===== config.mk =====
export PLATFORM = sky130hd
export DESIGN_NAME = repadd_mul
export DESIGN_NICKNAME = d
export VERILOG_FILES = /design/src/rtl/repadd_pkg.sv /design/src/rtl/repadd_ctrl.sv /design/src/rtl/repadd_path.sv /design/src/rtl/repadd_mul.sv
export SDC_FILE = /design/constraint.sdc
export NUM_CORES = 1
export LEC_CHECK = 0
export BUFFER_PORTS_ARGS = -buffer_cell sky130_fd_sc_hd__buf_2
export CORE_ASPECT_RATIO = 0.6
export CORE_MARGIN = 3
export CORE_UTILIZATION = 40
export CTS_CLUSTER_DIAMETER = 150
export CTS_CLUSTER_SIZE = 28
export DETAILED_ROUTE_END_ITERATION = 16
export PLACE_DENSITY = 0.71
export SLEW_MARGIN = 20
export SYNTH_ARGS = -nofsm -noshare
export SYNTH_HDL_FRONTEND = slang
export SYNTH_SLANG_ARGS = --single-unit
export TNS_END_PERCENT = 50

===== constraint.sdc =====
create_clock -name clk -period 3.3 [get_ports clk]
set_input_delay 0.495 -clock clk [delete_from_list [all_inputs] [get_ports clk]]
set_output_delay 0.495 -clock clk [all_outputs]
set_load 0.01 [all_outputs]

===== src/rtl/repadd_pkg.sv =====
// Shared definitions for the repeated-addition multiplier.
// Assumes: nothing beyond standard SystemVerilog packages.
package repadd_pkg;
    // Controller states: wait, zero shortcut, operand capture, accumulate.
    typedef enum logic [1:0] {
        ST_IDLE = 2'd0,
        ST_ZERO = 2'd1,
        ST_LOAD = 2'd2,
        ST_OP   = 2'd3
    } mul_state_t;
endpackage


===== src/rtl/repadd_ctrl.sv =====
// Sequencing FSM of the multiplier.
// Accepts a start only while waiting. Chooses the zero shortcut or the
// capture/accumulate path, and ends the accumulation when the datapath
// reports its final pass.
// Assumes: opnd_zero and last_pass come combinationally from the datapath.
module repadd_ctrl
    import repadd_pkg::*;
(
    input  logic clk,
    input  logic rst_n,
    input  logic start,
    input  logic opnd_zero,
    input  logic last_pass,
    output logic ready,
    output logic capture,
    output logic accumulate
);
    mul_state_t state_q, state_d;

    // Next-state selection.
    always_comb begin
        state_d = state_q;
        case (state_q)
            ST_IDLE: if (start) state_d = opnd_zero ? ST_ZERO : ST_LOAD;
            ST_ZERO: state_d = ST_IDLE;
            ST_LOAD: state_d = ST_OP;
            ST_OP:   if (last_pass) state_d = ST_IDLE;
            default: state_d = ST_IDLE;
        endcase
    end

    // State register with synchronous active-low reset.
    always_ff @(posedge clk) begin
        if (!rst_n) state_q <= ST_IDLE;
        else        state_q <= state_d;
    end

    // Decoded controls toward the datapath and the port.
    always_comb begin
        ready      = (state_q == ST_IDLE);
        capture    = (state_q == ST_ZERO) || (state_q == ST_LOAD);
        accumulate = (state_q == ST_OP);
    end

    // Accepted start leaves the waiting state on the next edge.
    assert_start_leaves_idle_R3: assert property (@(posedge clk) disable iff (!rst_n)
        (ready && start) |=> !ready);
    // Final pass of accumulation returns to waiting.
    assert_last_pass_ends_R2: assert property (@(posedge clk) disable iff (!rst_n)
        (accumulate && last_pass) |=> ready);
    // Zero shortcut: one capture cycle, then ready again.
    assert_zero_one_cycle_R4: assert property (@(posedge clk) disable iff (!rst_n)
        (ready && start && opnd_zero) |=> (capture && !accumulate) ##1 ready);
    // While busy, a start never causes an extra capture cycle.
    assert_busy_start_ignored_R6: assert property (@(posedge clk) disable iff (!rst_n)
        (accumulate && !last_pass && start) |=> accumulate);
endmodule


===== src/rtl/repadd_path.sv =====
// Datapath of the multiplier: multiplicand, remaining-count and product
// registers, one adder, one decrementer and the zero detectors.
// Assumes: capture and accumulate are never high together.
module repadd_path #(
    parameter int A_W = 8,
    parameter int B_W = 8,
    parameter int P_W = A_W + B_W
) (
    input  logic           clk,
    input  logic           rst_n,
    input  logic [A_W-1:0] op_a,
    input  logic [B_W-1:0] op_b,
    input  logic           capture,
    input  logic           accumulate,
    output logic [P_W-1:0] product,
    output logic           opnd_zero,
    output logic           last_pass
);
    localparam logic [B_W-1:0] CNT_ONE = B_W'(1);

    logic [A_W-1:0] mcand_q;
    logic [B_W-1:0] count_q;
    logic [P_W-1:0] acc_q;

    // Zero detection on the live operands and the final-pass flag.
    always_comb begin
        opnd_zero = (op_a == '0) || (op_b == '0);
        last_pass = (count_q == CNT_ONE);
        product   = acc_q;
    end

    // Register transfers: capture loads and clears, accumulate adds and counts down.
    always_ff @(posedge clk) begin
        if (!rst_n) begin
            mcand_q <= '0;
            count_q <= '0;
            acc_q   <= '0;
        end else if (capture) begin
            mcand_q <= op_a;
            count_q <= op_b;
            acc_q   <= '0;
        end else if (accumulate) begin
            acc_q   <= acc_q + P_W'(mcand_q);
            count_q <= count_q - CNT_ONE;
        end
    end

    // Each accumulation cycle adds the held multiplicand.
    assert_accum_step_R5: assert property (@(posedge clk) disable iff (!rst_n)
        accumulate |=> acc_q == $past(acc_q) + P_W'($past(mcand_q)));
    // Each accumulation cycle lowers the count by one.
    assert_count_step_R5: assert property (@(posedge clk) disable iff (!rst_n)
        accumulate |=> count_q == $past(count_q) - CNT_ONE);
    // The count never reaches zero while accumulating.
    assert_count_live_R2: assert property (@(posedge clk) disable iff (!rst_n)
        accumulate |-> count_q != '0);
    // Capture always clears the product.
    assert_capture_clears_R4: assert property (@(posedge clk) disable iff (!rst_n)
        capture |=> acc_q == '0);
endmodule


===== src/rtl/repadd_mul.sv =====
// Top of the repeated-addition multiplier: connects the controller and
// the datapath.
// Assumes: operands are held for one cycle after an accepted start.
module repadd_mul #(
    parameter int A_W = 8,
    parameter int B_W = 8,
    parameter int P_W = A_W + B_W
) (
    input  logic           clk,
    input  logic           rst_n,
    input  logic           start,
    input  logic [A_W-1:0] op_a,
    input  logic [B_W-1:0] op_b,
    output logic [P_W-1:0] product,
    output logic           ready
);
    logic capture, accumulate, opnd_zero, last_pass;

    repadd_ctrl u_ctrl (
        .clk        (clk),
        .rst_n      (rst_n),
        .start      (start),
        .opnd_zero  (opnd_zero),
        .last_pass  (last_pass),
        .ready      (ready),
        .capture    (capture),
        .accumulate (accumulate)
    );

    repadd_path #(.A_W(A_W), .B_W(B_W), .P_W(P_W)) u_path (
        .clk        (clk),
        .rst_n      (rst_n),
        .op_a       (op_a),
        .op_b       (op_b),
        .capture    (capture),
        .accumulate (accumulate),
        .product    (product),
        .opnd_zero  (opnd_zero),
        .last_pass  (last_pass)
    );

    // While waiting without a start, the result stays put.
    assert_idle_hold_R8: assert property (@(posedge clk) disable iff (!rst_n)
        (ready && !start) |=> $stable(product));
endmodule


==> impl_metrics.py, run 1 <==
metrics = {
    "min_path": {
        "hold_path_startpoint": "op_a[2]",
        "min_path_type": "in2reg",
        "whs_path_depth": 3,
        "hold_path_end": "u_path.mcand_q[2]",
    },
    "routing": {
        "drtPass1Iterations": 4,
        "drt-met1-wl_microns": 2564,
        "drt_iter0_markers": 93,
        "num_vias": 1796,
        "wire_per_inst_microns": 14.24,
        "vias_per_cell": 5.377,
        "detail-route-antenna-nets": 0,
        "top_layer": "met4",
        "routed_wl_microns": 4757,
        "met3WireLength_microns": 298,
        "route.detailed.drc": 0,
        "wl_met2_microns": 1847,
    },
    "critical_path": {
        "worst-path-buf-inv": 0,
        "r2r-end": "u_path.product[8]",
        "crit_family": "adder cells",
        "crit_fanout": 4,
        "arrival_ns": 2.23,
        "required_ns": 3.46,
        "reg2reg_slack_ns": 1.22,
        "crit_chain": "ha_1 -> fa_1 -> a211oi_1 -> o211ai_1 -> nand3_1 -> xor2_1 -> nor2_1",
        "end_kind": "register",
        "r2r-start": "u_path.product[0]",
        "critPathSlowestCell": "fa_1",
        "slowest_delay_ns": 0.45,
        "reg2reg_depth": 7,
        "critPathLaunchType": "register",
        "worstSetupPathType": "reg2reg",
    },
    "sta": {
        "rsz0062_at_grt": "false",
        "setup_viol": 0,
        "maxSlewHeadroom_pct": 59.57,
        "fin_crit_sh_pct": 62.90,
        "tightest_slew_ns": 0.6065,
        "finClkSkew_ns": 0.005737,
        "post-route-min-period_ns": 2.076,
        "totalNegativeSetupSlack_ns": 0,
        "fin_ws_ns": 1.224,
        "slew_violations": 0,
        "max_freq_mhz": 481.8,
        "finalHoldViolations": 0,
    },
    "place": {
        "dpl_worst_slack_ns": 1.248,
        "gp_congestion": 0.7943,
        "dpl.cell_count": 326,
        "hpwl_microns": 3591,
        "place_area_sq_um": 2217,
        "io_buffer_count": 35,
    },
    "synth": {
        "ys_types": 36,
        "netlist_area_sq_um": 1978,
        "yosysWarnings": 0,
        "synth-main-ff-cell": "dfxtp_1",
        "ys_seq_elements": 34,
        "synthArstFlopShare_pct": 0,
        "synth_edf_count": 0,
        "syn_inst": 234,
        "synth_seq_area_share_pct": 34.41,
        "avgSynthCellArea_sq_um": 8.454,
        "syn_nets": 268,
    },
    "clock_network": {
        "cts-root-buf": "clkbuf_8",
        "cts-hold-fix-buffers": 0,
        "path_clk_slew_ns": 0.07,
        "cts_sinks": 34,
        "post-cts-setup-buffer-count": 0,
        "cts_buffer_depth": 2,
        "insertion_delay_ns": 0.28,
        "cts_tree": "done",
        "cts_made_buffers": 5,
        "htreeDepth": 2,
        "cts_resized": 0,
    },
    "layout": {
        "final_cell_area_sq_um": 2323,
        "fin_nets": 304,
        "fin_cells": 334,
        "final_core_util_pct": 49.87,
        "layout_common_cells": "buf_2 (35), dfxtp_1 (34), nor2_1 (27)",
        "final_common_cell": "buf_2",
        "fillCellCount": 474,
        "drive_gt1_share_pct": 16.97,
        "antenna_cells": 0,
        "synthToLayoutAreaGrowth_pct": 17.46,
    },
    "die": {
        "initial_core_util_pct": 42.45,
        "die_width_microns": 96.79,
        "die-area_sq_um": 5853,
        "ios": 36,
        "row_count": 19,
        "fp.dieH_microns": 60.47,
        "core_sq_um": 4659,
    },
    "power": {
        "ir_drop_mv": 0.4753,
        "power_density_nw_per_um2": 770.3,
        "leakagePower_nw": 0.9552,
    },
    "grt": {
        "grt_max_degree": 21,
        "grt_pass1_wl_microns": 7948,
        "overflow": 0,
        "grt_use_total_pct": 17.06,
        "grt_antenna_before_repair": 0,
        "grt_pass1_vias": 1634,
    },
    "outcome": {
        "status": "finished clean",
    },
    "flow_run": {
        "cap_violations": 0,
    },
}
registers in the layout, summed over array words and instances (netlist names):
register	cells
u_path.count_q	8
u_path.product	16
u_path.mcand_q	8
u_ctrl.state_q	2
final cells by class:
cell class | count | area (sq um) | area share (%)
multi-input combinational | 184 | 1237 | 53.26
sequential | 34 | 680.7 | 29.29
timing repair buffer | 37 | 190.2 | 8.185
tap | 63 | 78.83 | 3.393
clock buffer | 7 | 76.32 | 3.285
clock inverter | 1 | 30.03 | 1.292
inverter | 8 | 30.03 | 1.292
cells in the mapped netlist (2+ instances only):
cell / number / share of area [%]
and2_1: 4 / 1.3
a21oi_1: 13 / 3.3
ha_1: 14 / 8.9
nand3_1: 10 / 2.5
nand2b_1: 8 / 2.5
dfxtp_1: 34 / 34
inv_1: 7 / 1.3
nor3_1: 5 / 1.3
mux2i_1: 15 / 7.6
nor2b_1: 6 / 1.9
a22oi_1: 6 / 2.3
nor2_1: 27 / 5.1
or4_1: 3 / 1.1
clkbuf_1: 6 / 1.1
a211oi_1: 8 / 3.0
o21ai_0: 16 / 4.0
nor3b_1: 2 / 0.76
nor4_1: 7 / 2.2
a31oi_1: 2 / 0.63
nand2_1: 15 / 2.8
xnor2_1: 2 / 0.89
buf_1: 2 / 0.38
o211ai_1: 3 / 1.1
or3_1: 3 / 0.95
xor2_1: 5 / 2.2
metal layers:
layer	vias up	GRT usage, %
li1	919	-
met1	826	25.23
met2	46	23.63
met3	5	4.707
met4	0	6.200
met5	-	0
how the worst max path moves through the flow:
stage / startpoint / to / slack (ns) / depth (start not counted)
floorplan: u_path.product[0] / u_path.product[8] / 1.43 / 7
global placement: u_path.product[0] / u_path.product[8] / 1.32 / 7
detailed placement: u_path.product[0] / u_path.product[8] / 1.25 / 7
CTS: u_path.product[0] / u_path.product[8] / 1.23 / 7
global route: u_path.product[0] / u_path.product[8] / 1.06 / 7
finish: u_path.product[0] / u_path.product[8] / 1.22 / 7
worst min-delay path, stage by stage:
cell	delay [ns]
buf_2	0.09
mux2i_1	0.06
nor2_1	0.08
through the flow:
stage / hold slack (ns) / power (W)
final: 0.4673 / 0.001790
after global placement: 0.4761 / 0.001388
after detailed placement: 0.4753 / 0.001411
after global routing: 0.4808 / 0.001939
after floorplan: 0.4534 / 0.001223
after CTS: 0.4590 / 0.001793
cell families after synthesis:
| group | count (synthesis) | synth area share, % |
|---|---|---|
| and+or+nand+nor | 92 | 23.21 |
| adders and majority gates | 15 | 9.867 |
| xor gates and xnor gates | 7 | 3.099 |
| buffers and inverters | 16 | 3.036 |
| muxes | 15 | 7.590 |
| AOI/OAI and AO/OA | 55 | 18.79 |
| DFF | 34 | 34.41 |
power breakdown:
group / internal [W] / switching [W] / leakage, nW
clock: 0.000226 / 0.000151 / 0.0524
combinational: 0.000348 / 0.000486 / 0.626
sequential: 0.000498 / 0.0000798 / 0.277
total: 0.00107 / 0.000717 / 0.955
Power figures use the tool's default switching activity.
==> run 2, diff against run 1 <==
- clock period: 3.3 -> 2.1 ns (I/O delays scaled with it)
==> run 2 against run 1 <==
Against the previous run: global-route usage is essentially flat; via count increased by 1.9%; sequential cell count unchanged; setup slack worse by 1.1 ns; routed wire length grew 1.1%; first-iteration DRC count is 3.2% higher; sequential power grew 58%; critical path type unchanged; critical endpoint is now u_path.product[9]; largest cell class unchanged.
==> impl_metrics.py, run 2 (same netlist as run 1, synthesis figures left out) <==
metrics = {
    "power": {
        "clkPwrFrac_pct": 16.3,
        "power_density_nw_per_um2": 1175,
        "ir_drop_mv": 0.4797,
        "pwr-share-comb_pct": 50.4,
        "leakagePower_nw": 0.9661,
        "p_sw_w": 0.001119,
        "internal_power_w": 0.001625,
        "swShare_pct": 40.77,
        "seqPwrFrac_pct": 33.2,
    },
    "clock_network": {
        "cts_buffer_depth": 2,
        "cts_tree": "done",
        "path_clk_slew_ns": 0.06,
        "cts-root-buf": "clkbuf_8",
        "insertion_delay_ns": 0.28,
        "htreeDepth": 2,
        "post-cts-setup-buffer-count": 0,
        "cts_made_buffers": 5,
        "cts_sinks": 34,
    },
    "min_path": {
        "whs_path_depth": 3,
        "hold_path_end": "u_path.mcand_q[1]",
        "min_path_type": "in2reg",
        "hold_path_startpoint": "op_a[1]",
    },
    "sta": {
        "maxSlewHeadroom_pct": 66.10,
        "slew_violations": 0,
        "max_freq_mhz": 497.9,
        "fin_crit_sh_pct": 95.63,
        "setup_viol": 0,
        "tightest_slew_ns": 0.5038,
        "post-route-min-period_ns": 2.008,
        "fin_ws_ns": 0.09168,
        "fin_hold_ws_ns": 0.2956,
        "finClkSkew_ns": 0.002480,
        "finalHoldViolations": 0,
    },
    "routing": {
        "vias_per_cell": 5.414,
        "routed_wl_microns": 4809,
        "num_vias": 1830,
        "route.detailed.drc": 0,
        "drtPass1Iterations": 4,
        "drt_iter0_markers": 96,
        "wire_per_inst_microns": 14.23,
        "detail-route-antenna-nets": 0,
    },
    "critical_path": {
        "end_kind": "register",
        "r2r-end": "u_path.product[9]",
        "required_ns": 2.32,
        "reg2reg_slack_ns": 0.09,
        "crit_chain": "ha_1 -> nand3_1 -> o221ai_2 -> a41oi_4 -> or4_1 -> nand2_1",
        "slowest_delay_ns": 0.50,
        "critPathSlowestCell": "or4_1",
        "worstSetupPathType": "reg2reg",
        "crit_fanout": 8,
        "r2r-start": "u_path.product[2]",
        "reg2reg_depth": 6,
        "arrival_ns": 2.23,
        "critPathLaunchType": "register",
    },
    "grt": {
        "overflow": 0,
        "grt_antenna_before_repair": 0,
        "grt_pass1_wl_microns": 7935,
        "grt_use_total_pct": 17.09,
        "grt_pass1_vias": 1564,
        "grt_max_degree": 20,
    },
    "layout": {
        "fillCellCount": 491,
        "largest_reg_flops": 16,
        "fin_nets": 309,
        "multi_input_area_sq_um": 1242,
        "final_common_cell": "buf_2",
        "seqCellArea_sq_um": 680.7,
        "layout_common_cells": "buf_2 (35), dfxtp_1 (34), nor2_1 (27)",
        "synthToLayoutAreaGrowth_pct": 18.09,
        "antenna_cells": 0,
        "drive_gt1_share_pct": 18.55,
    },
    "die": {
        "die-area_sq_um": 5853,
        "die_width_microns": 96.79,
        "initial_core_util_pct": 42.45,
        "fp.dieH_microns": 60.47,
        "row_count": 19,
        "ios": 36,
        "core_sq_um": 4659,
    },
    "flow_run": {
        "cap_violations": 0,
    },
    "outcome": {
        "status": "finished clean",
    },
    "place": {
        "gp_congestion": 0.8250,
        "dpl_worst_slack_ns": 0.1242,
        "io_buffer_count": 35,
        "hpwl_microns": 3713,
    },
}
run 2: repair_timing:
action | in CTS | in global routing
hold buffers | 0 | 0
setup endpoints to repair | 0 | 5
gates resized for setup | 0 | 1
run 2: stage by stage:
step | TNS (ns) | cells | cell area, sq um | util [%] | power, W
finish | 0 | 338 | 2336 | 50.13 | 0.002744
global route | -0.04034 | 338 | 2336 | 50.13 | 0.002992
CTS | 0 | 338 | 2331 | 50.03 | 0.002751
detailed placement | 0 | 331 | 2255 | 48.39 | 0.002290
global placement | 0 | 331 | 2255 | 48.39 | 0.002262
floorplan | 0 | 234 | 1978 | - | 0.001922
run 2: cell type report:
cell class	count	area share [%]
clock buffer	7	3.267
timing repair buffer	42	9.748
tap	63	3.374
multi-input combinational	184	53.19
inverter	8	1.285
sequential	34	29.14
run 2: layer usage:
| metal | share of wire (%) | GRT usage (%) | routed length, microns |
|---|---|---|---|
| met1 | 54 | 26.51 | 2605 |
| met2 | 40 | 23.33 | 1916 |
| met3 | 5.4 | 4.478 | 259 |
| met4 | 0.56 | 3.600 | 27 |
| met5 | 0 | 0 | 0 |
run 2: worst max-delay path by stage:
stage                        endpoint  slack, ns  depth (start not counted)               from
finish              u_path.product[9]       0.09                          6  u_path.product[2]
global route        u_path.product[8]      -0.02                          7  u_path.product[0]
CTS                 u_path.product[8]        0.1                          7  u_path.product[0]
detailed placement  u_path.product[8]       0.12                          7  u_path.product[0]
global placement    u_path.product[8]       0.19                          7  u_path.product[0]
floorplan           u_path.product[8]       0.23                          7  u_path.product[0]
run 2: power by group through the flow:
stage / sequential, W / clock [W] / combinational [W]
floorplan: 0.000885 / 0 / 0.00104
global placement: 0.000914 / 0 / 0.00135
detailed placement: 0.000921 / 0 / 0.00137
CTS: 0.000907 / 0.000463 / 0.00138
global route: 0.000930 / 0.000499 / 0.00156
finish: 0.000912 / 0.000448 / 0.00138
run 2: worst max-delay path: cells and delay by family (launching register included):
kind,cells,cell delay (ns)
simple gates,3,0.69
compound gates,2,0.52
fa+ha+maj,1,0.41
flops,1,0.32
